## src/rtl/wr_status_poll_pkg.sv

```systemverilog
package wr_status_poll_pkg;

  // strobes from the control to the datapath
  typedef struct packed {
    logic captureOp;   // arm: latch operation type and data bit
    logic readBegin;   // first cycle oe sampled low
    logic readEnd;     // first cycle oe sampled high after a read
    logic clearArm;    // engine finished
  } pollStrobeT;

endpackage

```

## src/rtl/wr_status_poll_ctrl.sv

```systemverilog
module wr_status_poll_ctrl
  import wr_status_poll_pkg::*;
(
  input  logic       clk,
  input  logic       rstN,
  input  logic       startPulse,
  input  logic       busyIn,
  input  logic       oeN,
  output pollStrobeT strb,
  output logic       armed,
  output logic       readActive
);

  logic busyPrev;
  logic oeLow;

  assign oeLow = ~oeN;

  always_comb begin
    strb.captureOp = startPulse & ~armed;
    strb.clearArm  = armed & busyPrev & ~busyIn;
    strb.readBegin = oeLow & ~readActive;
    strb.readEnd   = ~oeLow & readActive;
  end

  always_ff @(posedge clk) begin
    if (!rstN) begin
      busyPrev   <= 1'b0;
      armed      <= 1'b0;
      readActive <= 1'b0;
    end else begin
      busyPrev <= busyIn;
      if (strb.captureOp) armed <= 1'b1;
      else if (strb.clearArm) armed <= 1'b0;
      if (strb.readBegin) readActive <= 1'b1;
      else if (strb.readEnd) readActive <= 1'b0;
    end
  end

  // a start while armed leaves the block armed
  a_r9_start_ignored: assert property (@(posedge clk) disable iff (!rstN)
    (armed && startPulse) |=> armed);

  // falling busy disarms on the next edge
  a_r8_disarm: assert property (@(posedge clk) disable iff (!rstN)
    (armed && $fell(busyIn) && !startPulse) |=> !armed);

  // read phase follows oe one edge later
  a_r10_read_phase: assert property (@(posedge clk) disable iff (!rstN)
    !oeN |=> readActive);

endmodule

```

## src/rtl/wr_status_poll_dp.sv

```systemverilog
module wr_status_poll_dp
  import wr_status_poll_pkg::*;
#(
  parameter int DATA_W = 8
) (
  input  logic              clk,
  input  logic              rstN,
  input  pollStrobeT        strb,
  input  logic              armed,
  input  logic              readActive,
  input  logic              busyIn,
  input  logic              opErase,
  input  logic [DATA_W-1:0] progData,
  input  logic [DATA_W-1:0] arrayData,
  output logic [DATA_W-1:0] dataOut
);

  localparam int POLL_POS = DATA_W - 1;
  localparam int TOG_POS  = DATA_W - 2;

  logic eraseQ;
  logic topBitQ;
  logic toggleQ;
  logic snapActive;
  logic pollBit;
  logic [DATA_W-1:0] statusByte;

  always_ff @(posedge clk) begin
    if (!rstN) begin
      eraseQ     <= 1'b0;
      topBitQ    <= 1'b0;
      toggleQ    <= 1'b0;
      snapActive <= 1'b0;
    end else begin
      if (strb.captureOp) begin
        eraseQ  <= opErase;
        topBitQ <= progData[POLL_POS];
      end
      if (strb.captureOp) toggleQ <= 1'b0;
      else if (strb.readEnd && snapActive) toggleQ <= ~toggleQ;
      if (strb.readBegin) snapActive <= armed & busyIn;
      else if (strb.readEnd) snapActive <= 1'b0;
    end
  end

  assign pollBit = eraseQ ? 1'b0 : ~topBitQ;

  generate
    for (genvar i = 0; i < DATA_W; i++) begin : g_status
      if (i == POLL_POS) begin : g_poll
        assign statusByte[i] = pollBit;
      end else if (i == TOG_POS) begin : g_tog
        assign statusByte[i] = toggleQ;
      end else begin : g_zero
        assign statusByte[i] = 1'b0;
      end
    end
  endgenerate

  always_comb begin
    if (!readActive) dataOut = '0;
    else if (snapActive) dataOut = statusByte;
    else dataOut = arrayData;
  end

  // the toggle bit moves only at a status read end or an arming
  a_r5_toggle_hold: assert property (@(posedge clk) disable iff (!rstN)
    !(strb.readEnd && snapActive) && !strb.captureOp |=> $stable(toggleQ));

  // the snapshot is held for the whole read
  a_r7_snapshot_stable: assert property (@(posedge clk) disable iff (!rstN)
    (readActive && !strb.readEnd) |=> $stable(snapActive));

  // an ignored start leaves the captured operation alone
  a_r9_capture_hold: assert property (@(posedge clk) disable iff (!rstN)
    (armed && !strb.captureOp) |=> ($stable(eraseQ) && $stable(topBitQ)));

endmodule

```

## src/rtl/wr_status_poll.sv

```systemverilog
module wr_status_poll
  import wr_status_poll_pkg::*;
#(
  parameter int DATA_W = 8
) (
  input  logic              clk,
  input  logic              rstN,
  input  logic              startPulse,
  input  logic              busyIn,
  input  logic              opErase,
  input  logic [DATA_W-1:0] progData,
  input  logic [DATA_W-1:0] arrayData,
  input  logic              oeN,
  output logic [DATA_W-1:0] dataOut
);

  pollStrobeT strb;
  logic armed;
  logic readActive;

  wr_status_poll_ctrl u_ctrl (
    .clk(clk), .rstN(rstN), .startPulse(startPulse), .busyIn(busyIn),
    .oeN(oeN), .strb(strb), .armed(armed), .readActive(readActive)
  );

  wr_status_poll_dp #(.DATA_W(DATA_W)) u_dp (
    .clk(clk), .rstN(rstN), .strb(strb), .armed(armed),
    .readActive(readActive), .busyIn(busyIn), .opErase(opErase),
    .progData(progData), .arrayData(arrayData), .dataOut(dataOut)
  );

  // an idle bus reads zero one edge after oe is seen high
  a_r10_idle_zero: assert property (@(posedge clk) disable iff (!rstN)
    oeN |=> (dataOut == '0));

  // low bits of a status byte are zero while reading with the block armed and busy
  a_r6_low_zero: assert property (@(posedge clk) disable iff (!rstN)
    (strb.readBegin && armed && busyIn) |=> (dataOut[DATA_W-3:0] == '0));

endmodule

```

## config.mk

```make
export PLATFORM = sky130hd
export DESIGN_NAME = wr_status_poll
export DESIGN_NICKNAME = d
export VERILOG_FILES = /design/src/rtl/wr_status_poll_pkg.sv /design/src/rtl/wr_status_poll_ctrl.sv /design/src/rtl/wr_status_poll_dp.sv /design/src/rtl/wr_status_poll.sv
export SDC_FILE = /design/constraint.sdc
export NUM_CORES = 1
export LEC_CHECK = 0
export BUFFER_PORTS_ARGS = -buffer_cell sky130_fd_sc_hd__clkbuf_2
export CAP_MARGIN = 20
export CELL_PAD_IN_SITES_DETAIL_PLACEMENT = 0
export CELL_PAD_IN_SITES_GLOBAL_PLACEMENT = 2
export CORE_UTILIZATION = 16
export DETAILED_ROUTE_END_ITERATION = 10
export GPL_ROUTABILITY_DRIVEN = 0
export PLACE_DENSITY_LB_ADDON = 0.15
export SLEW_MARGIN = 0
export SYNTH_ARGS = -nofsm -noshare
export SYNTH_HDL_FRONTEND = slang
export SYNTH_SLANG_ARGS = --single-unit
```

## constraint.sdc

```tcl
create_clock -name clk -period 1 [get_ports clk]
set_input_delay 0.1 -clock clk [delete_from_list [all_inputs] [get_ports clk]]
set_output_delay 0.1 -clock clk [all_outputs]
set_load 0.01 [all_outputs]
```

==> qor.txt, run 1 <==
Number of global-route vias before repair -> 378
Relative slew margins -> 0.878
Inserted Clock Buffers -> 3
Setup slack on the worst flop-to-flop path -> -0.11 ns
Gr ovfl total -> 0
Post-synth top area cell -> dfxtp_1
Internal Power -> 0.558 mW
Yosys warns -> 0
Most common cell after layout, fill and taps aside -> clkbuf_2
DIE AREA -> 0.00255 sq mm
First-pass GRT wire length -> 1.52 mm
Post-synthesis net count -> 65
Root buf cell -> clkbuf_4
Final net count -> 101
Routed via count -> 388
Ports -> 30
DRC violations left -> 0
Final Skew -> 0.00158 ns
Worst Hold Depth -> 2
Final Power -> 0.756 mW
All-Layer GR Usage -> 0.0833
Register area share after synthesis -> 0.372
Die X -> 50.5 microns
Crit share post-route -> 1.17
Syn_area_per_cell -> 9.19 sq um
CP max stage cell -> dfxtp_4
Row count -> 17
Gate power share -> 0.253
Status -> finished with violations
CTS Buffer Depth -> 2
Hold Buf Count CTS -> 0
Core Util, Final -> 0.308
Violated checks -> setup timing
Via density -> 3.73
Synth top area cells -> dfxtp_1 37%, and2_1 13%, mux2i_1 13%, ha_1 6.6%, nor2b_1 5.0%
Critical Path Start Type -> flip-flop
Yosys cell types -> 15
Routed wire per std cell -> 9.14 microns
DR iter-0 viols -> 0
Max VDD drop -> 0.615 mV
Clk_lat worst skew -> 0.25 ns
WL final -> 951 microns
Final setup viols -> 11
Pwr dens -> 1110 mW/mm^2
Pin count of the biggest net entering global routing -> 8
Tightest Pin Transition -> 0.182 ns
Register bit total from synthesis -> 7
IO buf count -> 22
CTS tree -> yes
Post-Syn Area -> 377 sq um
Crit path max fanout -> 3
Kind of critical path -> reg -> out
Fill count -> 256
Critical Path AT -> 1.07 ns
Clock sinks -> 7
Slowest stage delay, CP -> 0.36 ns
Syn-to-layout area delta -> 81.1%
Max Fclk -> 852 MHz
Critical Path RT -> 0.90 ns
H-tree depth -> 1
Power share of the sequential group -> 0.403
Router iterations before antenna repair -> 1
Leakage -> 0.342 nW
Maxcap violations -> 0
R2R cell count -> 5
Commonest cells after routing, fill and taps aside -> 16 x clkbuf_2, 8 x and2_1, 6 x buf_2
Final slew viol count -> 0
Sw Ratio -> 0.261
Worst setup EP type -> primary output
Part of the power in the clock network -> 0.344
RSZ-0062 raised after global routing -> true
Starting density of the core -> 0.170
Ant. Diodes -> 0
WP depth -> 4
Footprint of the multi-input gates -> 268 sq um
Mapped Cells -> 41
Die Y -> 50.5 microns
NetSw -> 0.197 mW
Clock transition at path regs -> 0.05 ns
Top cell type's share of synthesized area -> 0.372
Buf+Inv Stages, Crit Path -> 2
Final min period -> 1.17 ns
Post-route ant nets -> 0
CP delay by family, top -> flip-flops
Cell Chain, Critical Path -> buf_6, mux2i_1, nor2_1, clkbuf_2
Reg area -> 145 sq um
HP Class -> in -> reg
Initial antenna violation count -> 0
Post-route setup slack -> -0.173 ns
Share of cells above drive strength 1 -> 0.592
Hold Violations, Final -> 0
Core region area -> 0.00221 sq mm
## repair_timing
| action | CTS | global route |
|---|---|---|
| gates resized for setup | 7 | 14 |
| cloned | 0 | 0 |
| endpoints found under the setup margin | 10 | 11 |
| pin swaps | 5 | 1 |
| buffers inserted | 4 | 1 |
## sequential cells by signal, indices dropped and copies added (netlist names)
signal             flops
u_ctrl.armed           1
u_ctrl.busyPrev        1
u_ctrl.readActive      1
u_dp.eraseQ            1
u_dp.snapActive        1
u_dp.toggleQ           1
u_dp.topBitQ           1
## power groups by stage
stage	clock (mW)	sequential, mW	combinational, mW
after floorplan	0	0.310	0.0838
after global placement	0	0.313	0.158
after detailed placement	0	0.312	0.156
after CTS	0.280	0.306	0.174
after global routing	0.297	0.307	0.214
final	0.260	0.305	0.191
## final timing paths
check                    start                end
min                     busyIn    u_ctrl.busyPrev
max            u_dp.snapActive         dataOut[6]
max reg2reg  u_ctrl.readActive  u_ctrl.readActive
min reg2reg    u_ctrl.busyPrev       u_ctrl.armed
## area by class of cell
| cell class | instances | share of cell area |
|---|---|---|
| well taps | 28 | 0.0514 |
| repair buffers | 31 | 0.288 |
| inverters | 3 | 0.0165 |
| flip-flops and latches | 7 | 0.213 |
| clock buffers | 4 | 0.0385 |
| multi-input cells | 31 | 0.393 |
## cells in the mapped netlist (all sizes together)
master	instances
and2	8
dfxtp	7
mux2i	5
nor2	4
nor2b	4
inv	3
ha	2
nand2	2
o21ai	2
a31oi	1
nand3	1
nor3b	1
xor2	1
## routing by layer
layer	wire length, microns	global-route usage	vias to the layer above
li1	-	-	202
met1	407	0.0989	165
met2	435	0.120	21
met3	109	0.0273	0
met4	0	0.0694	0
met5	0	0	-
## metrics by stage
| step | hold WS [ns] | TNS, ns | setup WS [ns] | instances | area [sq um] |
|---|---|---|---|---|---|
| finish | 0.0875 | -1.52 | -0.173 | 104 | 682 |
| global route | 0.0928 | -2.27 | -0.236 | 104 | 682 |
| CTS | 0.0765 | -1.65 | -0.198 | 103 | 641 |
| detailed placement | 0.342 | -0.0857 | -0.0497 | 95 | 564 |
| global placement | 0.344 | -0.0887 | -0.0455 | 95 | 564 |
| floorplan | 0.222 | 0 | 0.00559 | 41 | 389 |
## cells by family (layout without fill, tap and decap cells)
group           Yosys count  in the layout  share of synthesized area
simple gates             20             20                      0.332
flops                     7              7                      0.372
mux                       5              5                      0.133
compound gates            3              3                     0.0432
buf+inv                   3             38                     0.0299
fa+ha+maj                 2              2                     0.0664
xor+xnor                  1              1                     0.0233
(Power assumes the default switching activity.)
==> run 2, diff against run 1 <==
--- a/config.mk
+++ b/config.mk
@@ -9,6 +9,7 @@
 export CAP_MARGIN = 20
 export CELL_PAD_IN_SITES_DETAIL_PLACEMENT = 0
 export CELL_PAD_IN_SITES_GLOBAL_PLACEMENT = 2
+export CORE_ASPECT_RATIO = 0.9
 export CORE_UTILIZATION = 16
 export DETAILED_ROUTE_END_ITERATION = 10
 export GPL_ROUTABILITY_DRIVEN = 0
==> run 2 against run 1 <==
  * The flow still finishes with violations (setup timing)
  * Non-clock buffer count is 2 lower
  * Global-route usage is 0.056 points lower
  * Worst hold slack better by 0.011 ns
  * Combinational power is 6% higher
  * Fmax is 0.76% lower
  * Power is 1.2% higher
  * Via count is 0.77% lower
  * Routed wire length is 4.1% lower
==> qor.txt, run 2 (synthesized netlist as in run 1, its figures left out) <==
Status -> finished with violations (unchanged)
Violated checks -> setup timing (unchanged)
Row count -> 16 (was 17)
R2R Path End -> u_dp.toggleQ (was u_ctrl.readActive)
HP Class -> in -> reg (unchanged)
Final Skew -> 0.00383 ns (was 0.00158 ns)
IO buf count -> 22 (unchanged)
Leakage -> 0.343 nW (was 0.342 nW)
Maxcap violations -> 0 (unchanged)
Setup slack on the worst flop-to-flop path -> -0.12 ns (was -0.11 ns)
Setup crit start -> u_dp.snapActive (unchanged)
Reg area -> 145 sq um (unchanged)
Share of cells above drive strength 1 -> 0.635 (was 0.592)
Pwr dens -> 1080 mW/mm^2 (was 1110 mW/mm^2)
Kind of critical path -> reg -> out (unchanged)
Reg-to-reg startpoint -> u_ctrl.readActive (unchanged)
Final min period -> 1.18 ns (was 1.17 ns)
Worst setup EP type -> primary output (unchanged)
Met1 Use GR -> 0.125 (was 0.0989)
Design Area, Final -> 707 sq um (was 682 sq um)
CTS tree -> yes (unchanged)
Crit path capture -> dataOut[6] (unchanged)
Pin count of the biggest net entering global routing -> 8 (unchanged)
R2R cell count -> 6 (was 5)
Crit path max fanout -> 4 (was 3)
Clock sinks -> 7 (unchanged)
CTS Buffer Depth -> 2 (unchanged)
Relative slew margins -> 0.875 (was 0.878)
HPWL Detailed -> 727 microns
DIE AREA -> 0.00255 sq mm (about the same)
Die Y -> 48.0 microns (was 50.5 microns)
Router iterations before antenna repair -> 2 (was 1)
H-tree depth -> 1 (unchanged)
RSZ-0062 raised after global routing -> true (unchanged)
Core region area -> 0.00220 sq mm (was 0.00221 sq mm)
Fill count -> 256 (unchanged)
Via density -> 3.81 (was 3.73)
Critical Path AT -> 1.08 ns (was 1.07 ns)
All-Layer GR Usage -> 0.0828 (was 0.0833)
DR iter-0 viols -> 1 (was 0)
Commonest cells after routing, fill and taps aside -> 16 x clkbuf_2, 8 x buf_6, 5 x and2_4, 5 x mux2i_1, 5 x dfxtp_1 (was 16 x clkbuf_2, 8 x and2_1, 6 x buf_2)
Initial antenna violation count -> 0 (unchanged)
Dpl cell area -> 563 sq um (was 564 sq um)
Die X -> 53.1 microns (was 50.5 microns)
Root buf cell -> clkbuf_4 (unchanged)
Clk_lat worst skew -> 0.25 ns (about the same)
Final setup TNS -> -1.32 ns (was -1.52 ns)
GRT met3 Usage -> 0.0317 (was 0.0273)
Footprint of the multi-input gates -> 283 sq um (was 268 sq um)
Core Util, Final -> 0.321 (was 0.308)
Hold WS -> 0.0989 ns (was 0.0875 ns)
Critical Path Start Type -> flip-flop (unchanged)
Gr busiest metal -> met1 (was met2)
Hold Violations, Final -> 0 (unchanged)
First-pass GRT wire length -> 1.37 mm (was 1.52 mm)
Routed via count -> 385 (was 388)
Dpl cells -> 94 (was 95)
Post-route setup slack -> -0.183 ns (was -0.173 ns)
Ports -> 30 (unchanged)
Clock transition at path regs -> 0.05 ns (about the same)
Critical Path RT -> 0.90 ns (about the same)
WL final -> 912 microns (was 951 microns)
Inserted Clock Buffers -> 3 (unchanged)
Tightest Pin Transition -> 0.188 ns (was 0.182 ns)
Starting density of the core -> 0.171 (was 0.170)
Routed wire per std cell -> 9.03 microns (was 9.14 microns)
Routing usage on met2 -> 0.0861 (was 0.120)
Most common cell after layout, fill and taps aside -> clkbuf_2 (unchanged)
Number of global-route vias before repair -> 294 (was 378)
Post-route ant nets -> 0 (unchanged)
Ant. Diodes -> 0 (unchanged)
Gr ovfl total -> 0 (unchanged)
DRC violations left -> 0 (unchanged)
Final slew viol count -> 0 (unchanged)
Max VDD drop -> 0.452 mV (was 0.615 mV)
Final net count -> 99 (was 101)
Cell Count, Final, Fillers Out -> 101 (was 104)
Hold Buf Count CTS -> 0 (unchanged)
Final setup viols -> 10 (was 11)
Max Fclk -> 846 MHz (was 852 MHz)
Crit share post-route -> 1.18 (was 1.17)
Syn-to-layout area delta -> 87.7% (was 81.1%)
==> run 2: changes by cell type in the layout (fill, tap and decap cells not counted) <==
cell     before  now
buf_2         6    1
inv_2         1    0
and2_4        0    5
and2_1        8    3
buf_6         5    8
nor2_4        0    1
nand2_1       0    1
nand2_2       1    0
nor2_2        1    0
inv_4         0    1
==> run 2: area by class of cell <==
type / count / share of cell area
Clock buffer: 4 / 0.0372
Inverter: 3 / 0.0195
Sequential cell: 7 / 0.205
Tap cell: 27 / 0.0478
Timing Repair Buffer: 29 / 0.290
Multi-Input combinational cell: 31 / 0.400
==> run 2: through the flow <==
stage          setup slack, ns  power, mW
3_3_place_gp           -0.0923      0.466
3_5_place_dp           -0.0755      0.464
6_report                -0.183      0.765
5_1_grt                 -0.247      0.836
2_1_floorplan          0.00559      0.394
4_1_cts                 -0.189      0.744
==> run 2: worst min path at each step <==
| stage | from | to | slack (ns) | cells past startpoint |
|---|---|---|---|---|
| 6_report | busyIn | u_ctrl.busyPrev | 0.1 | 2 |
| 3_3_place_gp | busyIn | u_ctrl.busyPrev | 0.36 | 2 |
| 2_1_floorplan | busyIn | u_ctrl.busyPrev | 0.22 | 1 |
| 3_5_place_dp | busyIn | u_ctrl.busyPrev | 0.36 | 2 |
| 5_1_grt | busyIn | u_ctrl.busyPrev | 0.11 | 2 |
| 4_1_cts | busyIn | u_ctrl.busyPrev | 0.09 | 2 |
==> run 2: where the power goes <==
group	switching (mW)	internal [mW]
combinational	0.0808	0.122
sequential	0.0136	0.293
clock	0.103	0.152
total	0.197	0.568
==> run 2: repair_timing <==
item / 4_1_cts / 5_1_grt
gates cloned: 0 / 0
pin swaps: 5 / 5
buffers inserted: 1 / 2
resized for setup: 10 / 21
setup endpoints to repair: 10 / 11
==> run 2: worst max-delay path, stage by stage (launching register included) <==
cell and delay, ns:
dfxtp_4 0.38, buf_6 0.10, mux2i_1 0.17, nor2_1 0.05
buf_2 0.13
==> run 2: routing by layer <==
metal  share of wire  vias to the layer above
met5               0                        -
met4          0.0066                        0
met3           0.047                        2
met2            0.43                        8
met1            0.51                      175
li1                -                      200
==> run 3, diff against run 2 <==
--- a/config.mk
+++ b/config.mk
@@ -5,12 +5,13 @@
 export SDC_FILE = /design/constraint.sdc
 export NUM_CORES = 1
 export LEC_CHECK = 0
+export ABC_AREA = 1
 export BUFFER_PORTS_ARGS = -buffer_cell sky130_fd_sc_hd__clkbuf_2
 export CAP_MARGIN = 20
 export CELL_PAD_IN_SITES_DETAIL_PLACEMENT = 0
 export CELL_PAD_IN_SITES_GLOBAL_PLACEMENT = 2
 export CORE_ASPECT_RATIO = 0.9
-export CORE_UTILIZATION = 16
+export CORE_UTILIZATION = 14
 export DETAILED_ROUTE_END_ITERATION = 10
 export GPL_ROUTABILITY_DRIVEN = 0
 export PLACE_DENSITY_LB_ADDON = 0.15
@@ -18,3 +19,4 @@
 export SYNTH_ARGS = -nofsm -noshare
 export SYNTH_HDL_FRONTEND = slang
 export SYNTH_SLANG_ARGS = --single-unit
+export TNS_END_PERCENT = 10
==> run 3 against run 2 <==
  * The run ends with DRC, setup timing left
  * Sequential power hardly changed
  * First-iteration DRC count grew to 6.0 times the previous value
  * Utilization is 7.1 points lower
  * Synthesized area is 1.3% higher
  * Routed wire length is 1.4% higher
==> qor.txt, run 3 <==
Design Area, Final -> 628 sq um (was 707 sq um)
Number of global-route vias before repair -> 350 (was 294)
Final Skew -> 0.00764 ns (was 0.00383 ns)
Clock transition at path regs -> 0.05 ns (about the same)
Post-route setup slack -> -0.0963 ns (was -0.183 ns)
Tightest Pin Transition -> 0.173 ns (was 0.188 ns)
Part of the power in the clock network -> 0.342 (was 0.334)
Clk_lat worst skew -> 0.25 ns (about the same)
Top cell type's share of synthesized area -> 0.367 (was 0.372)
Share of cells above drive strength 1 -> 0.424 (was 0.635)
Post-route ant nets -> 0 (unchanged)
Routed via count -> 430 (was 385)
Post-synth top area cell -> dfxtp_1 (unchanged)
Final setup viols -> 11 (was 10)
All-Layer GR Usage -> 0.0688 (was 0.0828)
Adder-cell share of the synthesized area -> 0.0656 (was 0.0664)
Mux contribution to synthesized area -> 0 (was 0.133)
Maxcap violations -> 0 (unchanged)
Crit path max fanout -> 6 (was 4)
Worst setup EP type -> primary output (unchanged)
Inserted Clock Buffers -> 3 (unchanged)
Post-synth top cells -> 18 x inv_1, 15 x nor2_1, 11 x nand2_1 (was 8 x and2_1, 7 x dfxtp_1, 5 x mux2i_1)
Pin count of the biggest net entering global routing -> 7 (was 8)
Initial antenna violation count -> 0 (unchanged)
Core region area -> 0.00251 sq mm (was 0.00220 sq mm)
Core Util, Final -> 0.250 (was 0.321)
Ports -> 30 (unchanged)
Synth top area cells -> dfxtp_1 37%, inv_1 18%, nor2_1 15%, nand2_1 11%, ha_1 6.6% (was dfxtp_1 37%, and2_1 13%, mux2i_1 13%, ha_1 6.6%, nor2b_1 5.0%)
Status -> finished with violations (unchanged)
Commonest cells after routing, fill and taps aside -> 17 x inv_1, 15 x clkbuf_2, 14 x nor2_1 (was 16 x clkbuf_2, 8 x buf_6, 5 x and2_4, 5 x mux2i_1, 5 x dfxtp_1)
XOR/XNOR share of the synthesized area -> 0 (was 0.0233)
Yosys warns -> 0 (unchanged)
Root buf cell -> clkbuf_4 (unchanged)
Async S/R FF share, synth -> 0 (unchanged)
Critical Path AT -> 1.00 ns (was 1.08 ns)
Internal Power -> 0.531 mW (was 0.568 mW)
Max Fclk -> 912 MHz (was 846 MHz)
Cell Chain, Critical Path -> buf_6, nand2_2, nor2_1, clkbuf_2 (was buf_6, mux2i_1, nor2_1, buf_2)
Ant. Diodes -> 0 (unchanged)
NetSw -> 0.198 mW (was 0.197 mW)
Main combinational cell family by area after synthesis -> simple AND/OR/NAND/NOR gates (unchanged)
HP Class -> in -> reg (unchanged)
WL final -> 925 microns (was 912 microns)
Dpl cell area -> 556 sq um (was 563 sq um)
Mapped Cells -> 63 (was 41)
Critical Path RT -> 0.90 ns (about the same)
Final net count -> 117 (was 99)
Clock sinks -> 7 (unchanged)
Crit share post-route -> 1.10 (was 1.18)
DR iter-0 viols -> 6 (was 1)
Most common cell after layout, fill and taps aside -> inv_1 (was clkbuf_2)
Router iterations before antenna repair -> 6 (was 2)
Dpl ws -> -0.0165 ns (was -0.0755 ns)
Slowest stage delay, CP -> 0.33 ns (was 0.38 ns)
Compound-Gate Fraction of Synth Area -> 0.0918 (was 0.0432)
Violated checks -> DRC, setup timing (was setup timing)
Final slew viol count -> 0 (unchanged)
Register bit total from synthesis -> 7 (unchanged)
Most used flip-flop cell after synthesis -> dfxtp_1 (unchanged)
DIE AREA -> 0.00294 sq mm (was 0.00255 sq mm)
Kind of critical path -> reg -> out (unchanged)
CP max stage cell -> dfxtp_2 (was dfxtp_4)
H-tree depth -> 1 (unchanged)
Fill count -> 291 (was 256)
First-pass GRT wire length -> 1.42 mm (was 1.37 mm)
Final setup TNS -> -0.755 ns (was -1.32 ns)
Syn_area_per_cell -> 6.06 sq um (was 9.19 sq um)
Hold Violations, Final -> 0 (unchanged)
Routed wire per std cell -> 7.71 microns (was 9.03 microns)
Via density -> 3.58 (was 3.81)
Max VDD drop -> 0.535 mV (was 0.452 mV)
CTS Buffer Depth -> 2 (unchanged)
Starting density of the core -> 0.152 (was 0.171)
Hold Buf Count CTS -> 0 (unchanged)
Power share of the sequential group -> 0.423 (was 0.401)
Sw Ratio -> 0.272 (was 0.258)
Post-synth EDFFs -> 0 (unchanged)
RSZ-0062 raised after global routing -> true (unchanged)
Dpl cells -> 115 (was 94)
Final min period -> 1.10 ns (was 1.18 ns)
Die X -> 57.0 microns (was 53.1 microns)
DRC violations left -> 4 (was 0)
Post-Syn Area -> 382 sq um (was 377 sq um)
HPWL Detailed -> 756 microns (was 727 microns)
Post-Synth Simple-Gate Area -> 0.298 (was 0.332)
Die Y -> 51.5 microns (was 48.0 microns)
CTS tree -> yes (unchanged)
Post-synthesis net count -> 87 (was 65)
Yosys cell types -> 9 (was 15)
Syn-to-layout area delta -> 64.6% (was 87.7%)
Register area share after synthesis -> 0.367 (was 0.372)
Relative slew margins -> 0.884 (was 0.875)
Gr ovfl total -> 0 (unchanged)
Row count -> 17 (was 16)
Top-count cell post-synth -> inv_1 (was and2_1)
Pwr dens -> 1160 mW/mm^2 (was 1080 mW/mm^2)
Critical Path Start Type -> flip-flop (unchanged)
IO buf count -> 22 (unchanged)
Gate power share -> 0.235 (was 0.265)
Leakage -> 0.377 nW (was 0.343 nW)
Cell Count, Final, Fillers Out -> 120 (was 101)
==> run 3: cell types whose count changed after synthesis <==
cell | before | now
inv_1 | 3 | 18
nor2_1 | 4 | 15
nand2_1 | 1 | 11
and2_1 | 8 | 0
mux2i_1 | 5 | 0
a21oi_1 | 0 | 4
nor2b_1 | 3 | 0
a31oi_1 | 1 | 0
nand3_1 | 1 | 2
nor2b_4 | 1 | 0
nor3b_2 | 1 | 0
o21ai_0 | 2 | 3
xor2_1 | 1 | 0
==> run 3: worst paths after layout <==
kind                     endpoint         startpoint  depth (start not counted)  slack, ns
hold reg to reg      u_dp.topBitQ       u_dp.topBitQ                          2       0.48
setup / recovery       dataOut[4]  u_ctrl.readActive                          4       -0.1
hold / removal    u_ctrl.busyPrev             busyIn                          3       0.06
setup reg to reg     u_dp.toggleQ  u_ctrl.readActive                          7      -0.02
==> run 3: layout make-up <==
class / instances / area, sq um / area share
Clock buffer: 4 / 26.3 / 0.0418
Inverter: 18 / 67.6 / 0.108
Multi-Input combinational cell: 38 / 220 / 0.351
Sequential cell: 7 / 143 / 0.227
Tap cell: 28 / 35.0 / 0.0558
Timing Repair Buffer: 25 / 136 / 0.217
==> run 3: metrics by stage <==
stage          power, mW  hold WS (ns)
4_1_cts            0.746        0.0397
3_5_place_dp       0.467         0.309
6_report           0.729        0.0550
3_3_place_gp       0.467         0.299
5_1_grt            0.793        0.0533
2_1_floorplan      0.397         0.193
==> run 3: critical path, delay by kind of cell, from the launching register on <==
| family | cells | cell delay (ns) |
|---|---|---|
| flops | 1 | 0.33 |
| buf+inv | 2 | 0.23 |
| simple gates | 2 | 0.18 |
==> run 3: what timing repair did <==
item                       CTS  global route
pin swaps                    2             0
setup buffers                1             0
gates resized for setup      7            12
setup endpoints to repair    9            11
==> run 3: cells by family (layout without fill, tap and decap cells) <==
logic type | Yosys count | count (layout)
adder cells (fa/ha/maj) | 2 | 2
AND/OR/NAND/NOR | 29 | 29
buffers and inverters | 18 | 47
AO/OA/AOI/OAI | 7 | 7
flip-flops | 7 | 7
==> run 3: power by group through the flow <==
stage | registers, mW | clock network (mW) | logic (mW)
3_3_place_gp | 0.313 | 0 | 0.154
2_1_floorplan | 0.314 | 0 | 0.0837
3_5_place_dp | 0.313 | 0 | 0.154
4_1_cts | 0.308 | 0.269 | 0.169
6_report | 0.308 | 0.250 | 0.171
5_1_grt | 0.310 | 0.287 | 0.196
==> run 3: per-layer routing <==
metal | vias to the layer above | global-route usage | wire length (microns)
met4 | 0 | 0.0366 | 11
met5 | - | 0 | 0
met1 | 174 | 0.0749 | 450
met2 | 13 | 0.104 | 398
li1 | 241 | - | -
met3 | 2 | 0.0423 | 65
